==> src/rtl/synth_seq_pkg.sv <==
package synth_seq_pkg;
   typedef enum logic [1:0] {PH_IDLE, PH_LOW, PH_HIGH, PH_LOAD} shift_phase_t;
   typedef enum logic [1:0] {ST_IDLE, ST_SHIFT, ST_SETTLE} seq_state_t;
   localparam logic [1:0] IDX_REF = 2'd0;
   localparam logic [1:0] IDX_CTL = 2'd1;
   localparam logic [1:0] IDX_NDV = 2'd2;
endpackage

==> src/rtl/seq_word_check.sv <==
module seq_word_check #(
   parameter int B_W   = 13,
   parameter int R_W   = 14,
   parameter int B_MIN = 3
) (
   input  logic [B_W-1:0] b_field,
   input  logic [R_W-1:0] r_field,
   input  logic [1:0]     r_sel,
   input  logic [1:0]     n_sel,
   output logic           words_ok
);
   generate
      if (B_MIN < 1 || B_MIN >= (1 << B_W)) begin : g_bad_bmin
         $error("seq_word_check: B_MIN out of range");
      end
   endgenerate

   always_comb begin
      words_ok = (b_field >= B_W'(B_MIN)) && (r_field != '0)
              && (r_sel == 2'b01) && (n_sel == 2'b10);
   end
endmodule

==> src/rtl/seq_settle_timer.sv <==
module seq_settle_timer #(
   parameter int SETTLE_W = 16
) (
   input  logic                clk,
   input  logic                rst_n,
   input  logic                arm,
   input  logic [SETTLE_W-1:0] len,
   output logic                expired
);
   logic [SETTLE_W-1:0] cnt_q;
   logic                run_q;

   always_ff @(posedge clk) begin
      if (!rst_n) begin
         cnt_q   <= '0;
         run_q   <= 1'b0;
         expired <= 1'b0;
      end else begin
         expired <= 1'b0;
         if (arm) begin
            cnt_q <= len;
            run_q <= 1'b1;
         end else if (run_q) begin
            if (cnt_q == '0) begin
               run_q   <= 1'b0;
               expired <= 1'b1;
            end else begin
               cnt_q <= cnt_q - 1'b1;
            end
         end
      end
   end

   // the expiry pulse comes only from a running count
   a_r6_expire_from_run: assert property (@(posedge clk) disable iff (!rst_n)
      expired |-> $past(run_q) && !run_q);
endmodule

==> src/rtl/seq_word_shifter.sv <==
module seq_word_shifter
   import synth_seq_pkg::*;
#(
   parameter int WORD_W   = 24,
   parameter int HALF_CYC = 2
) (
   input  logic              clk,
   input  logic              rst_n,
   input  logic              go,
   input  logic [WORD_W-1:0] word,
   output logic              sclk,
   output logic              sdata,
   output logic              le,
   output logic              fin
);
   localparam int CNT_W = $clog2(2 * HALF_CYC + 1);
   localparam int BIT_W = $clog2(WORD_W);
   localparam logic [CNT_W-1:0] HALF_END = CNT_W'(HALF_CYC - 1);
   localparam logic [CNT_W-1:0] LOAD_END = CNT_W'(2 * HALF_CYC - 1);
   localparam logic [BIT_W-1:0] LAST_BIT = BIT_W'(WORD_W - 1);

   generate
      if (HALF_CYC < 1) begin : g_bad_half
         $error("seq_word_shifter: HALF_CYC must be at least 1");
      end
      if (WORD_W < 4) begin : g_bad_word
         $error("seq_word_shifter: WORD_W too small");
      end
   endgenerate

   shift_phase_t      ph_q;
   logic [CNT_W-1:0]  cnt_q;
   logic [BIT_W-1:0]  bit_q;
   logic [WORD_W-1:0] sh_q;

   always_ff @(posedge clk) begin
      if (!rst_n) begin
         ph_q  <= PH_IDLE;
         cnt_q <= '0;
         bit_q <= '0;
         sh_q  <= '0;
         fin   <= 1'b0;
      end else begin
         fin <= 1'b0;
         unique case (ph_q)
            PH_IDLE: if (go) begin
               sh_q  <= word;
               cnt_q <= '0;
               bit_q <= '0;
               ph_q  <= PH_LOW;
            end
            PH_LOW: if (cnt_q == HALF_END) begin
               cnt_q <= '0;
               ph_q  <= PH_HIGH;
            end else begin
               cnt_q <= cnt_q + 1'b1;
            end
            PH_HIGH: if (cnt_q == HALF_END) begin
               cnt_q <= '0;
               if (bit_q == LAST_BIT) begin
                  ph_q <= PH_LOAD;
               end else begin
                  sh_q  <= {sh_q[WORD_W-2:0], 1'b0};
                  bit_q <= bit_q + 1'b1;
                  ph_q  <= PH_LOW;
               end
            end else begin
               cnt_q <= cnt_q + 1'b1;
            end
            PH_LOAD: if (cnt_q == LOAD_END) begin
               cnt_q <= '0;
               ph_q  <= PH_IDLE;
               fin   <= 1'b1;
            end else begin
               cnt_q <= cnt_q + 1'b1;
            end
            default: ph_q <= PH_IDLE;
         endcase
      end
   end

   always_comb begin
      sclk  = (ph_q == PH_HIGH);
      le    = (ph_q == PH_LOAD);
      sdata = (ph_q == PH_LOW || ph_q == PH_HIGH) ? sh_q[WORD_W-1] : 1'b0;
   end

   // data holds while the serial clock is high
   a_r4_data_stable_high: assert property (@(posedge clk) disable iff (!rst_n)
      sclk && $past(sclk) |-> $stable(sdata));
   // load enable never overlaps the serial clock
   a_r5_le_apart_from_sclk: assert property (@(posedge clk) disable iff (!rst_n)
      !(le && sclk));
   // load enable is entered only from the last high phase
   a_r5_le_after_last_bit: assert property (@(posedge clk) disable iff (!rst_n)
      $rose(le) |-> $past(sclk) && $past(bit_q) == LAST_BIT);
endmodule

==> src/rtl/synth_init_seq.sv <==
module synth_init_seq
   import synth_seq_pkg::*;
#(
   parameter int WORD_W   = 24,
   parameter int HALF_CYC = 2,
   parameter int SETTLE_W = 16,
   parameter int B_LSB    = 8,
   parameter int B_W      = 13,
   parameter int R_LSB    = 2,
   parameter int R_W      = 14,
   parameter int B_MIN    = 3
) (
   input  logic                clk,
   input  logic                rst_n,
   input  logic                start,
   input  logic [WORD_W-1:0]   r_word,
   input  logic [WORD_W-1:0]   ctl_word,
   input  logic [WORD_W-1:0]   n_word,
   input  logic [SETTLE_W-1:0] settle_len,
   output logic                sclk,
   output logic                sdata,
   output logic                le,
   output logic                busy,
   output logic                done,
   output logic                err
);
   generate
      if (B_LSB + B_W > WORD_W || R_LSB + R_W > WORD_W) begin : g_bad_field
         $error("synth_init_seq: divider field beyond word");
      end
      if (B_LSB < 2 || R_LSB < 2) begin : g_bad_lsb
         $error("synth_init_seq: divider field overlaps select bits");
      end
   endgenerate

   seq_state_t        st_q;
   logic [1:0]        idx_q;
   logic              go_q;
   logic              arm_q;
   logic [WORD_W-1:0] ref_q, ctl_q, ndv_q, cur_word;
   logic              words_ok, fin, expired;

   seq_word_check #(.B_W(B_W), .R_W(R_W), .B_MIN(B_MIN)) i_check (
      .b_field (n_word[B_LSB +: B_W]),
      .r_field (r_word[R_LSB +: R_W]),
      .r_sel   (r_word[1:0]),
      .n_sel   (n_word[1:0]),
      .words_ok(words_ok)
   );

   always_comb begin
      unique case (idx_q)
         IDX_REF: cur_word = ref_q;
         IDX_CTL: cur_word = ctl_q;
         default: cur_word = ndv_q;
      endcase
   end

   seq_word_shifter #(.WORD_W(WORD_W), .HALF_CYC(HALF_CYC)) i_shift (
      .clk(clk), .rst_n(rst_n), .go(go_q), .word(cur_word),
      .sclk(sclk), .sdata(sdata), .le(le), .fin(fin)
   );

   seq_settle_timer #(.SETTLE_W(SETTLE_W)) i_timer (
      .clk(clk), .rst_n(rst_n), .arm(arm_q), .len(settle_len), .expired(expired)
   );

   always_ff @(posedge clk) begin
      if (!rst_n) begin
         st_q  <= ST_IDLE;
         idx_q <= IDX_REF;
         go_q  <= 1'b0;
         arm_q <= 1'b0;
         ref_q <= '0;
         ctl_q <= '0;
         ndv_q <= '0;
         busy  <= 1'b0;
         done  <= 1'b0;
         err   <= 1'b0;
      end else begin
         go_q  <= 1'b0;
         arm_q <= 1'b0;
         done  <= 1'b0;
         unique case (st_q)
            ST_IDLE: if (start) begin
               if (words_ok) begin
                  ref_q <= r_word;
                  ctl_q <= ctl_word;
                  ndv_q <= n_word;
                  idx_q <= IDX_REF;
                  go_q  <= 1'b1;
                  busy  <= 1'b1;
                  err   <= 1'b0;
                  st_q  <= ST_SHIFT;
               end else begin
                  err <= 1'b1;
               end
            end
            ST_SHIFT: if (fin) begin
               unique case (idx_q)
                  IDX_REF: begin
                     idx_q <= IDX_CTL;
                     go_q  <= 1'b1;
                  end
                  IDX_CTL: begin
                     arm_q <= 1'b1;
                     st_q  <= ST_SETTLE;
                  end
                  default: begin
                     busy <= 1'b0;
                     done <= 1'b1;
                     st_q <= ST_IDLE;
                  end
               endcase
            end
            ST_SETTLE: if (expired) begin
               idx_q <= IDX_NDV;
               go_q  <= 1'b1;
               st_q  <= ST_SHIFT;
            end
            default: st_q <= ST_IDLE;
         endcase
      end
   end

   // serial pins stay quiet while settling
   a_r6_quiet_settle: assert property (@(posedge clk) disable iff (!rst_n)
      st_q == ST_SETTLE |-> !sclk && !le);
   // done lasts one cycle and marks the end of busy
   a_r8_done_single: assert property (@(posedge clk) disable iff (!rst_n)
      done |=> !done);
   a_r8_done_ends_busy: assert property (@(posedge clk) disable iff (!rst_n)
      done |-> !busy && $past(busy));
   // a rejected start never makes the block busy
   a_r7_err_idle: assert property (@(posedge clk) disable iff (!rst_n)
      err |-> !busy);
   // the word index stays legal
   a_r3_idx_legal: assert property (@(posedge clk) disable iff (!rst_n)
      idx_q != 2'd3);
endmodule

==> config.mk <==
export PLATFORM = sky130hd
export DESIGN_NAME = synth_init_seq
export DESIGN_NICKNAME = d
export VERILOG_FILES = /design/src/rtl/synth_seq_pkg.sv /design/src/rtl/seq_word_check.sv /design/src/rtl/seq_settle_timer.sv /design/src/rtl/seq_word_shifter.sv /design/src/rtl/synth_init_seq.sv
export SDC_FILE = /design/constraint.sdc
export NUM_CORES = 1
export LEC_CHECK = 0
export ABC_AREA = 1
export BUFFER_PORTS_ARGS = -buffer_cell sky130_fd_sc_hd__buf_2
export CAP_MARGIN = 20
export CELL_PAD_IN_SITES_DETAIL_PLACEMENT = 0
export CELL_PAD_IN_SITES_GLOBAL_PLACEMENT = 1
export CORE_MARGIN = 3
export CORE_UTILIZATION = 37
export DETAILED_ROUTE_END_ITERATION = 8
export GPL_TIMING_DRIVEN = 0
export HOLD_SLACK_MARGIN = 0.15
export PLACE_DENSITY_LB_ADDON = 0.1
export SYNTH_ARGS = -nofsm -noshare
export SYNTH_HDL_FRONTEND = slang
export SYNTH_SLANG_ARGS = --single-unit
==> constraint.sdc <==
create_clock -name clk -period 1.6 [get_ports clk]
set_clock_uncertainty 0.1 [all_clocks]
set_input_delay 0.08 -clock clk [delete_from_list [all_inputs] [get_ports clk]]
set_output_delay 0.08 -clock clk [all_outputs]
set_load 0.005 [all_outputs]
==> qor.csv <==
metric,value,unit
status,"complete, but fails checks",
violations,setup timing,
synthDistinctLibCells,41,
via_count,6645,
max_clock_freq,581,MHz
yosysWarnings,0,
cp.required,1.81,ns
ys.flop_type,dfxtp_1,
critPathMaxStageDelay,0.35,ns
dp_hpwl,14700,um
crit_chain,inv_2 > ha_2 > nor2_1 > inv_1 > nand2_2 > nor2_4 > inv_4 > buf_6 > a21oi_2 > a21oi_1,
cp_slowest_cell,dfxtp_2,
layout-drive-gt1-share,27.0,%
coreArea,16100,sq um
synth.area.top_cells,"dfxtp_1, nor2_1, o21ai_0",
seq_area_frac_synth,43.3,%
setup_tns,-2.00,ns
fin_crit_sh,108,%
finalWeightedCongestion,0.809,
leakage,4.06,nW
total_power,0.0103,W
cap_violations,0,
hold_class,in -> reg,
die_y,135,um
path_buf_inv,4,
hold_slack,0.154,ns
clock_path_buffers,2,
htreeDepth,4,
synthCells,878,
cts.sinks,134,
finalNonFillerCells,1340,
drt.antenna.violating_nets,0,
syn_avg_cell_area,7.05,sq um
clock_latency,0.43,ns
initial_core_util,38.4,%
synthArstFlopShare,0,%
fp.dieW,135,um
nets,1213,
relSlewSlack,48.9,%
power.density,1120,nW/um^2
num_rows,46,
routed_wl,21500,um
clkSlewWorstSetupHoldPaths,0.06,ns
critPathArrivalTime,1.93,ns
wl_per_cell,16.1,um
cts_tree,done,
synth_edf_count,0,
fillers,1565,
irDropWorstVdd,0.827,mV
overflow,0,
syn_to_final_growth,49.4,%
cp-end-kind,flip-flop,
cpLargestDelayFamily,buffers and inverters,
syn_nets,980,
finalSetupViolations,31,
ys_ff_latch,134,
grt_pass1_wl,33800,um
place_ws,-0.517,ns
antenna_cells,0,
drc_errors,0,
io_pins,97,
min_period,1.72,ns
cts-root-buf,clkbuf_16,
grt_pass1_vias,6438,
drv_slew,0,
dieArea,18300,sq um
synth.largest_area_cell,dfxtp_1,
crit_path_start_kind,flip-flop,
tightest_slew,0.767,ns
syn-cell-area,6190,sq um
port_buffers,96,
finalHoldViolCount,0,
synth_top_cell_area_share,43.3,%
path_class,reg -> reg,
grt_setup_unrepaired,yes,
antenna_found_initial,0,
drt_first_pass_iters,4,
drt_iter0_drc,386,
grt_usage,23.8,%
setup_ws,-0.122,ns
vias_per_cell,4.96,
critPathMaxFanout,7,
numPlacedInstances,1190,
grt_start_max_net_pins,17,
cts_buffers,17,
cells in the final DEF, fill, tap and decap left out, drive strengths merged:
| cell | Yosys | final |
|---|---|---|
| nor2 | 201 | 202 |
| nand2 | 151 | 152 |
| buf | 23 | 146 |
| dfxtp | 134 | 134 |
| o21ai | 129 | 129 |
| dlygate4sd3 | 0 | 86 |
| a21oi | 67 | 67 |
| inv | 50 | 50 |
| clkbuf | 25 | 46 |
| nand3 | 36 | 36 |
| nand4 | 14 | 14 |
| ha | 11 | 11 |
| nor3 | 9 | 9 |
| xor2 | 8 | 8 |
| clkinv | 2 | 7 |
| bufinv | 0 | 6 |
| xnor2 | 3 | 3 |
| clkinvlp | 0 | 3 |
| nor4 | 2 | 2 |
| and3 | 2 | 2 |
| o31ai | 2 | 2 |
| nor3b | 2 | 2 |
| or2 | 2 | 2 |
| a21o | 1 | 1 |
| o22ai | 1 | 1 |
| a2bb2oi | 1 | 1 |
| a31oi | 1 | 1 |
| o211ai | 1 | 1 |
per-stage QoR:
step / cell area, sq um / util [%]
floorplan: 6220 / -
global placement: 6970 / 43.2
detailed placement: 6970 / 43.2
CTS: 8850 / 54.9
global route: 9250 / 57.4
finish: 9250 / 57.4
Yosys cell counts (all sizes together) (2+ instances only):
cell type  count
a21oi         67
and3           2
buf           23
clkbuf        25
clkinv         2
dfxtp        134
ha            11
inv           50
nand2        151
nand3         36
nand4         14
nor2         201
nor3           9
nor3b          2
nor4           2
o21ai        129
o31ai          2
or2            2
xnor2          3
xor2           8
worst min-delay path: cells and delay by family:
family | cells | cell delay, ns
buffers and inverters | 2 | 0.37
AOI/OAI and AO/OA | 2 | 0.18
final timing paths:
| kind | depth (start not counted) | start | endpoint | slack, ns |
|---|---|---|---|---|
| setup / recovery | 10 | i_shift.ph_q[1]$_SDFFE_PN0P_ | i_shift.sh_q[1]$_SDFFE_PN0P_ | -0.12 |
| hold / removal | 4 | rst_n | i_timer.cnt_q[2]$_SDFFE_PN0P_ | 0.15 |
| setup reg to reg | 10 | i_shift.ph_q[1]$_SDFFE_PN0P_ | i_shift.sh_q[1]$_SDFFE_PN0P_ | -0.12 |
| hold reg to reg | 2 | ref_q[1]$_SDFFE_PN0P_ | ref_q[1]$_SDFFE_PN0P_ | 0.35 |
state kept, by name (all words and copies together), names as in the netlist, 2 cells and up:
| register | flops |
|---|---|
| ctl_q | 24 |
| i_shift.sh_q | 24 |
| ndv_q | 24 |
| ref_q | 24 |
| i_timer.cnt_q | 16 |
| i_shift.bit_q | 5 |
| i_shift.cnt_q | 3 |
| i_shift.ph_q | 2 |
| idx_q | 2 |
| st_q | 2 |
what timing repair did:
| item | 4_1_cts | 5_1_grt |
|---|---|---|
| hold endpoints to repair | 102 | 0 |
| gates cloned | 3 | 3 |
| pin swaps | 12 | 29 |
| endpoints found under the setup margin | 110 | 122 |
| resized for setup | 62 | 92 |
| buffers inserted | 20 | 8 |
| hold buffers | 86 | 0 |
final cells by class:
type	instances	area (sq um)	share of cell area [%]
timing repair inverter	1	6.26	0.0677
buffer	47	337	3.64
clock inverter	13	226	2.45
clock buffer	19	453	4.90
sequential	134	2700	29.2
inverter	52	221	2.40
multi-input combinational	646	3400	36.8
timing repair buffer	212	1630	17.6
tap	216	270	2.92
power by group:
part | total, W | internal, W | switching (W) | leakage (nW)
logic | 0.00196 | 0.000887 | 0.00107 | 2.64
clock network | 0.00450 | 0.00300 | 0.00150 | 0.325
registers | 0.00388 | 0.00369 | 0.000188 | 1.09
total | 0.0103 | 0.00757 | 0.00276 | 4.06
metal layers:
layer	share of wire, %	track usage, %	up-vias
met2	48	39.8	122
met1	46	31.3	3147
li1	-	-	3350
met3	3.5	4.20	26
met5	0	0	-
met4	1.6	7.39	0
logic make-up (layout without fill, tap and decap cells):
kind of cell	count (synthesis)	after routing	synth area share (%)
buf+inv	100	344	7.03
xor+xnor	11	11	1.56
flops	134	134	43.3
fa+ha+maj	11	11	2.22
simple gates	419	421	28.9
compound gates	203	203	16.9
(Power assumes the default switching activity.)
